**src/rtl/phc_pkg.sv**
```systemverilog
package phc_pkg;
  typedef enum logic [0:0] {
    PHC_TRACK = 1'b0,
    PHC_HOLD  = 1'b1
  } phc_state_e;
endpackage

```
**src/rtl/phc_rst_sync.sv**
```systemverilog
module phc_rst_sync (
  input  logic clk,
  input  logic rst_n,
  output logic rst_n_s
);
  logic ff1_q, ff2_q;

  always_ff @(posedge clk or negedge rst_n) begin
    if (!rst_n) begin
      ff1_q <= 1'b0;
      ff2_q <= 1'b0;
    end else begin
      ff1_q <= 1'b1;
      ff2_q <= ff1_q;
    end
  end

  assign rst_n_s = ff2_q;
endmodule

```
**src/rtl/phc_lock_integ.sv**
```systemverilog
module phc_lock_integ #(
  parameter int LOCK_CNT_W = 8
) (
  input  logic                  clk,
  input  logic                  rst_n,
  input  logic                  dld,
  input  logic [LOCK_CNT_W-1:0] tc,
  output logic                  lock_ok
);
  localparam logic [LOCK_CNT_W-1:0] ONE = LOCK_CNT_W'(1);

  logic [LOCK_CNT_W-1:0] cnt_q, cnt_d;
  logic [LOCK_CNT_W-1:0] eff_tc;
  logic                  cnt_en;

  // terminal count of zero behaves like one
  always_comb begin
    eff_tc = (tc == '0) ? ONE : tc;
  end

  always_comb begin
    cnt_en = 1'b0;
    cnt_d  = cnt_q;
    if (!dld) begin
      cnt_en = (cnt_q != '0);
      cnt_d  = '0;
    end else if (cnt_q < eff_tc) begin
      cnt_en = 1'b1;
      cnt_d  = cnt_q + ONE;
    end
  end

  always_ff @(posedge clk or negedge rst_n) begin
    if (!rst_n) begin
      cnt_q <= '0;
    end else if (cnt_en) begin
      cnt_q <= cnt_d;
    end
  end

  assign lock_ok = (cnt_q >= eff_tc);
endmodule

```
**src/rtl/phc_dld_edge.sv**
```systemverilog
module phc_dld_edge (
  input  logic clk,
  input  logic rst_n,
  input  logic dld,
  output logic dld_fall
);
  logic dld_q;

  always_ff @(posedge clk or negedge rst_n) begin
    if (!rst_n) begin
      dld_q <= 1'b0;
    end else begin
      dld_q <= dld;
    end
  end

  assign dld_fall = dld_q & ~dld;
endmodule

```
**src/rtl/phc_hold_fsm.sv**
```systemverilog
module phc_hold_fsm
  import phc_pkg::*;
(
  input  logic clk,
  input  logic rst_n,
  input  logic dld_fall,
  input  logic lock_ok,
  input  logic lock_qual_en,
  input  logic hold_en,
  input  logic ref_present,
  input  logic pfd_evt,
  output logic cp_hiz,
  output logic fb_cnt_rst,
  output logic holdover,
  output logic lock_lost
);
  phc_state_e state_q, state_d;
  logic       rst_pulse_d, rst_pulse_q;
  logic       lost_d, lost_q;
  logic       qual_ok;
  logic       enter_hold;
  logic       release_hold;

  always_comb begin
    qual_ok      = lock_ok | ~lock_qual_en;
    enter_hold   = dld_fall & hold_en & ~ref_present & qual_ok;
    release_hold = pfd_evt & ref_present;
  end

  always_comb begin
    state_d     = state_q;
    rst_pulse_d = 1'b0;
    lost_d      = lost_q;
    unique case (state_q)
      PHC_TRACK: begin
        if (enter_hold) begin
          state_d = PHC_HOLD;
        end else if (dld_fall) begin
          lost_d = 1'b1;
        end else if (lock_ok) begin
          lost_d = 1'b0;
        end
      end
      PHC_HOLD: begin
        if (release_hold) begin
          state_d     = PHC_TRACK;
          rst_pulse_d = 1'b1;
        end
      end
      default: state_d = PHC_TRACK;
    endcase
  end

  always_ff @(posedge clk or negedge rst_n) begin
    if (!rst_n) begin
      state_q     <= PHC_TRACK;
      rst_pulse_q <= 1'b0;
      lost_q      <= 1'b0;
    end else begin
      state_q     <= state_d;
      rst_pulse_q <= rst_pulse_d;
      lost_q      <= lost_d;
    end
  end

  assign holdover   = (state_q == PHC_HOLD);
  assign cp_hiz     = (state_q == PHC_HOLD);
  assign fb_cnt_rst = rst_pulse_q;
  assign lock_lost  = lost_q;
endmodule

```
**src/rtl/pll_holdover_ctrl.sv**
```systemverilog
module pll_holdover_ctrl #(
  parameter int LOCK_CNT_W = 8
) (
  input  logic                  clk,
  input  logic                  rst_n,
  input  logic                  dld_i,
  input  logic                  ref_present_i,
  input  logic                  ref_pfd_evt_i,
  input  logic                  hold_en_i,
  input  logic                  lock_qual_en_i,
  input  logic [LOCK_CNT_W-1:0] lock_tc_i,
  output logic                  cp_hiz_o,
  output logic                  fb_cnt_rst_o,
  output logic                  holdover_o,
  output logic                  lock_ok_o,
  output logic                  lock_lost_o
);
  logic rst_n_s;
  logic dld_fall;
  logic lock_ok;

  phc_rst_sync u_rst (
    .clk     (clk),
    .rst_n   (rst_n),
    .rst_n_s (rst_n_s)
  );

  phc_lock_integ #(.LOCK_CNT_W(LOCK_CNT_W)) u_integ (
    .clk     (clk),
    .rst_n   (rst_n_s),
    .dld     (dld_i),
    .tc      (lock_tc_i),
    .lock_ok (lock_ok)
  );

  phc_dld_edge u_edge (
    .clk      (clk),
    .rst_n    (rst_n_s),
    .dld      (dld_i),
    .dld_fall (dld_fall)
  );

  phc_hold_fsm u_fsm (
    .clk          (clk),
    .rst_n        (rst_n_s),
    .dld_fall     (dld_fall),
    .lock_ok      (lock_ok),
    .lock_qual_en (lock_qual_en_i),
    .hold_en      (hold_en_i),
    .ref_present  (ref_present_i),
    .pfd_evt      (ref_pfd_evt_i),
    .cp_hiz       (cp_hiz_o),
    .fb_cnt_rst   (fb_cnt_rst_o),
    .holdover     (holdover_o),
    .lock_lost    (lock_lost_o)
  );

  assign lock_ok_o = lock_ok;
endmodule

```
**config.mk**
```make
export PLATFORM = sky130hd
export DESIGN_NAME = pll_holdover_ctrl
export DESIGN_NICKNAME = d
export VERILOG_FILES = /design/src/rtl/phc_pkg.sv /design/src/rtl/phc_rst_sync.sv /design/src/rtl/phc_lock_integ.sv /design/src/rtl/phc_dld_edge.sv /design/src/rtl/phc_hold_fsm.sv /design/src/rtl/pll_holdover_ctrl.sv
export SDC_FILE = /design/constraint.sdc
export NUM_CORES = 1
export LEC_CHECK = 0
export BUFFER_PORTS_ARGS = -buffer_cell sky130_fd_sc_hd__clkbuf_2
export CAP_MARGIN = 10
export CORE_ASPECT_RATIO = 1.1
export CORE_MARGIN = 2
export CORE_UTILIZATION = 45
export DETAILED_ROUTE_END_ITERATION = 16
export PLACE_DENSITY = 0.68
export SYNTH_ARGS = -nofsm -noshare
export SYNTH_HDL_FRONTEND = slang
export SYNTH_HIERARCHICAL = 1
export SYNTH_SLANG_ARGS = --single-unit
```
**constraint.sdc**
```tcl
create_clock -name clk -period 1.62 [get_ports clk]
set_clock_uncertainty 0.15 [all_clocks]
set_input_delay 0.162 -clock clk [delete_from_list [all_inputs] [get_ports clk]]
set_output_delay 0.162 -clock clk [all_outputs]
set_load 0.05 [all_outputs]
```
## Yosys cells after proc, flatten, opt, wreduce, memory -nomap -nowiden

Index checks and enable logic that the tools add are counted.

| cells by class | value |
|---|---|
| bitwise logic cells | 11 |
| multiplexer cells | 12 |
| order comparisons | 2 |
| add/subtract/negate cells | 1 |
| eq/ne operators | 1 |
| reductions and logical operators | 5 |

Operators with widths:

| cell | count |
|---|---|
| $mux 8 | 3 |
| $add 8x1->8 const B | 1 |
| $ge 8x8->1 | 1 |
| $logic_not 8->1 | 1 |
| $lt 8x8->1 | 1 |
| $mux 1 | 8 |
| $reduce_bool 8->1 | 1 |
| $and 1x1->1 | 5 |
| $not 1->1 | 5 |
| $reduce_and 3->1 | 1 |
| $ne 2x1->1 const B | 1 |
| $pmux 1 s2 | 1 |
| $reduce_and 2->1 | 1 |
| $reduce_bool 2->1 | 1 |
| $or 1x1->1 | 1 |

| storage, ports and cells | value |
|---|---|
| output and inout bits | 5 |
| logic and storage cells | 39 |
| register bits after elaboration | 14 |
| input bits | 15 |

## Depth between registers and ports, before layout

| depth | value |
|---|---|
| depth after elaboration | 7 |
| mapped depth | 11 |
| mapped depth without buffers | 11 |

## Hierarchy

The synthesis kept the hierarchy.

By module, submodules not included:

| module | instances | area an instance (um^2) | sequential area each (um^2) | cells an instance |
|---|---|---|---|---|
| phc_lock_integ | 1 | 686.9 | 200.2 | 78 |
| phc_hold_fsm | 1 | 143.9 | 75.1 | 14 |
| phc_rst_sync | 1 | 53.8 | 50.0 | 3 |
| phc_dld_edge | 1 | 38.8 | 25.0 | 2 |

## Worst setup path before layout

OpenSTA, ideal clock, no wires.

| path | value |
|---|---|
| kind | flip-flop to flip-flop |
| start | register u_integ.cnt_q[1] |
| end | register u_fsm.state_q, in the netlist u_fsm/cp_hiz |
| path slack | -1.250 ns |
| setup time | 0.078 ns |
| period minus slack after synthesis | 2.870 ns |
| data required time | 1.392 ns |
| arrival | 2.642 ns |
| cell stages (with the launch flop) | 10 |
| buffers on the path | 0 |
| path through | dfrtp_1 -> ha_1 -> nor2b_1 -> o211ai_2 -> nand2_1 -> a41oi_1 -> o21ai_0 -> nand2b_1 -> a31oi_1 -> a21oi_1 |

| on the way | value |
|---|---|
| cells in the longest elaborated chain, start to end | 5 |

RTL lines:

| what | line | source |
|---|---|---|
| start: declaration | phc_lock_integ.sv:12 | `logic [LOCK_CNT_W-1:0] cnt_q, cnt_d;` |
| start signal: assignment | phc_lock_integ.sv:37 | `cnt_q <= cnt_d;` |
| $ge 8x8->1 | phc_lock_integ.sv:41 | `assign lock_ok = (cnt_q >= eff_tc);` |
| via lock_ok_o | pll_holdover_ctrl.sv:15 | `output logic lock_ok_o,` |
| $or 1x1->1 | phc_hold_fsm.sv:25 | `qual_ok = lock_ok \| ~lock_qual_en;` |
| $and 1x1->1 | phc_hold_fsm.sv:26 | `enter_hold = dld_fall & hold_en & ~ref_present & qual_ok;` |
| $mux 1 | phc_hold_fsm.sv:36 | `if (enter_hold) begin` |
| $pmux 1 s2 | phc_hold_fsm.sv:34 | `unique case (state_q)` |
| via u_fsm.state_d | phc_hold_fsm.sv:17 | `phc_state_e state_q, state_d;` |
| end signal: assignment | phc_hold_fsm.sv:60 | `state_q <= state_d;` |
| end: declaration | phc_hold_fsm.sv:17 |  |

The timed path passes the listed nets, and every way through them passes these cells.
A chain may end at the register's enable or synchronous reset.

## Worst setup path after layout

| path | value |
|---|---|
| start | register u_integ.cnt_q[1] |
| end | output port lock_ok_o |

| on the way | value |
|---|---|
| cells in the longest elaborated chain, start to end | 1 |

RTL lines:

| what | line |
|---|---|
| $ge 8x8->1 | phc_lock_integ.sv:41 |
| end: declaration | pll_holdover_ctrl.sv:15 |

No other way between the ends.

==> metrics.cfg <==
[clock_tree]
path_clk_slew_ns=0.08
cts_tree=done
cts.sinks=14
cts_buffers=3
htreeDepth=1
cts_root_buf=clkbuf_4
cts_buffer_depth=2
clk_latency_ns=0.28

[routing]
num_vias=959
dr.pass1.iters=4
dr_wl_met2_microns=1290
detail_route.iter0.violations=25
final_antenna_net_count=0
wl_per_cell_microns=13.0
drc_errors=0
met1_length_microns=899
via_per_inst=5.30
wl_met3_microns=127
drt-total-wl_microns=2350
maxUsedRoutingLayer=met4

[logic_synthesis]
ys_seq_area_frac=0.379
synth_async_sr_flop_share=1.00
ys.flop_type=dfrtp_1
synth_area_leaders=dfrtp_1 (38%), ha_1 (14%), a21oi_1 (6.0%), inv_1 (4.5%), o21ai_0 (3.8%)
syn_avg_cell_area_sq_um=9.52
yosysTopAreaCell=dfrtp_1
synthTopCellsByCount=dfrtp_1 (14), a21oi_1 (11), inv_1 (11), ha_1 (10), o21ai_0 (7)
synth_top_area_share=0.379
synth_edf_count=0
ys_ff_latch=14
synth.most_common_cell=dfrtp_1
yosys.cell_types.count=30
syn_area_sq_um=923
syn-num-nets=122
synthCells=97
synth.yosys.warnings=6

[floorplan]
initial_core_util=0.467
die_area_sq_um=2430
die_height_microns=51.5
die_w_microns=47.2
rows=17
core_area_sq_um=1980
io_pins=20

[sta]
rsz0062_at_grt=yes
drv_slew=0
period_needed_ns=2.07
fmax_mhz=483
setup_slack_ns=-0.451
fin_crit_sh=1.28
timing.hold.ws_ns=0.0412
finalHoldViolCount=0
setup_violations=11

[worst_setup_path]
critPathRequiredTime_ns=1.31
crit_path_start_kind=flop
r2r_slack_ns=-0.45
critPathMaxFanout=2
cp-end-kind=output pin
rr_startpoint=u_integ/cnt_q[1]
worstPathArrival_ns=1.76
reg2reg_to=u_integ/cnt_q[5]
ff2ff_path_depth=8
criticalPathCategory=reg2out

[placed_design]
portBuffers=19
gp_congestion=0.732
dp_cells=165
dp_hpwl_microns=1780

[finish]
antenna_cells=0
area_growth_syn_to_layout_pct=59.6
final_cells=181
drive_above_1_share=0.490
nets=179

[min_path]
min_path_cells=3
hold_end=u_fsm/cp_hiz
holdCritStartpoint=hold_en_i
hold_class=in2reg

[run]
max_cap_viol_count=0

[grt]
grt_pass1_wl_microns=3640
grt_usage=0.213
antenna_found_initial=0
grt-ovfl-total=0
grt_max_degree=13
first_global_vias=878

[run_status]
status=finished with violations
violations=setup timing

[power]
power_density_nw_per_um2=842
ir_worst_vdd_v=0.000636
p_leak_uw=0.000720

worst max path at each step:
stage	startpoint	end	slack [ns]	cells after the start
2_1_floorplan	lock_tc_i[4]	u_fsm/cp_hiz	-0.43	11
3_3_place_gp	lock_tc_i[4]	u_integ/cnt_q[7]	-0.57	9
3_5_place_dp	lock_tc_i[4]	u_integ/cnt_q[5]	-0.65	9
4_1_cts	u_integ/cnt_q[1]	lock_ok_o	-0.47	7
5_1_grt	u_integ/cnt_q[3]	u_fsm/cp_hiz	-0.52	9
6_report	u_integ/cnt_q[1]	lock_ok_o	-0.45	7
worst max-delay path, cell delays in order, from the launching register on:
cell	delay (ns)
dfrtp_2	0.43
ha_4	0.22
nor2b_4	0.12
o211ai_2	0.15
nand2_1	0.09
a41oi_2	0.21
o21ai_4	0.09
clkbuf_8	0.18
sequential cells by signal, summed over array words and instances (netlist names):
name	count
u_edge/dld_q	1
u_fsm/cp_hiz	1
u_fsm/fb_cnt_rst	1
u_fsm/lock_lost	1
u_integ/cnt_q	8
u_rst/ff1_q	1
u_rst/rst_n_s	1
cell usage in the layout, fill, tap and decap left out, types with 3 or more instances in the layout:
| cell type | instances |
|---|---|
| buf_4 | 26 |
| inv_1 | 11 |
| or3_1 | 4 |
| dfrtp_1 | 13 |
| o21ai_0 | 4 |
| buf_6 | 4 |
| nand4_1 | 3 |
| ha_4 | 3 |
| nand2_1 | 6 |
| a21oi_1 | 8 |
| dlygate4sd3_1 | 4 |
| clkbuf_2 | 18 |
| ha_1 | 7 |
| a21oi_2 | 5 |
| clkbuf_4 | 3 |
timing repair:
item                                    4_1_cts  5_1_grt
pin swaps                                     4       13
endpoints found under the setup margin       11       11
resized for setup                             5       11
hold endpoints to repair                      5        0
buffers inserted                              3        4
hold buffers                                  4        0
gates cloned                                  0        1
cell families after synthesis:
group / Yosys count / synth area share
AOI/OAI and AO/OA: 28 / 0.196
adders and majority gates: 10 / 0.136
buffers and inverters: 13 / 0.0583
DFF: 14 / 0.379
muxes: 2 / 0.0217
other: 1 / 0.00406
and+or+nand+nor: 29 / 0.205
layout make-up:
type                            count  area (sq um)
Clock buffer                        4          26.3
Inverter                           11          41.3
Tap cell                           28          35.0
Multi-Input combinational cell     71           636
Sequential cell                    14           352
Fill cell                         151           504
Timing Repair Buffer               53           384
per-layer routing:
metal	vias to the layer above	track usage
met5	-	0
met3	4	0.0278
met1	447	0.240
li1	468	-
met4	0	0.0880
met2	40	0.386
metrics by stage:
step / power, uW / cell area [sq um] / util / worst slack, ns / setup TNS (ns)
after global routing: 1330 / 1470 / 0.745 / -0.521 / -4.67
after CTS: 1220 / 1400 / 0.707 / -0.471 / -4.38
final: 1240 / 1470 / 0.745 / -0.451 / -3.94
after global placement: 940 / 1290 / 0.650 / -0.572 / -4.89
after floorplan: 757 / 998 / - / -0.425 / -2.64
after detailed placement: 969 / 1290 / 0.650 / -0.652 / -5.83
where the power goes:
part	internal (uW)	leakage, uW	switching [uW]	total (uW)
Sequential	394	0.000178	35.7	430
Combinational	315	0.000527	291	607
Clock	95.5	0.0000150	109	204
(Power assumes the default switching activity.)
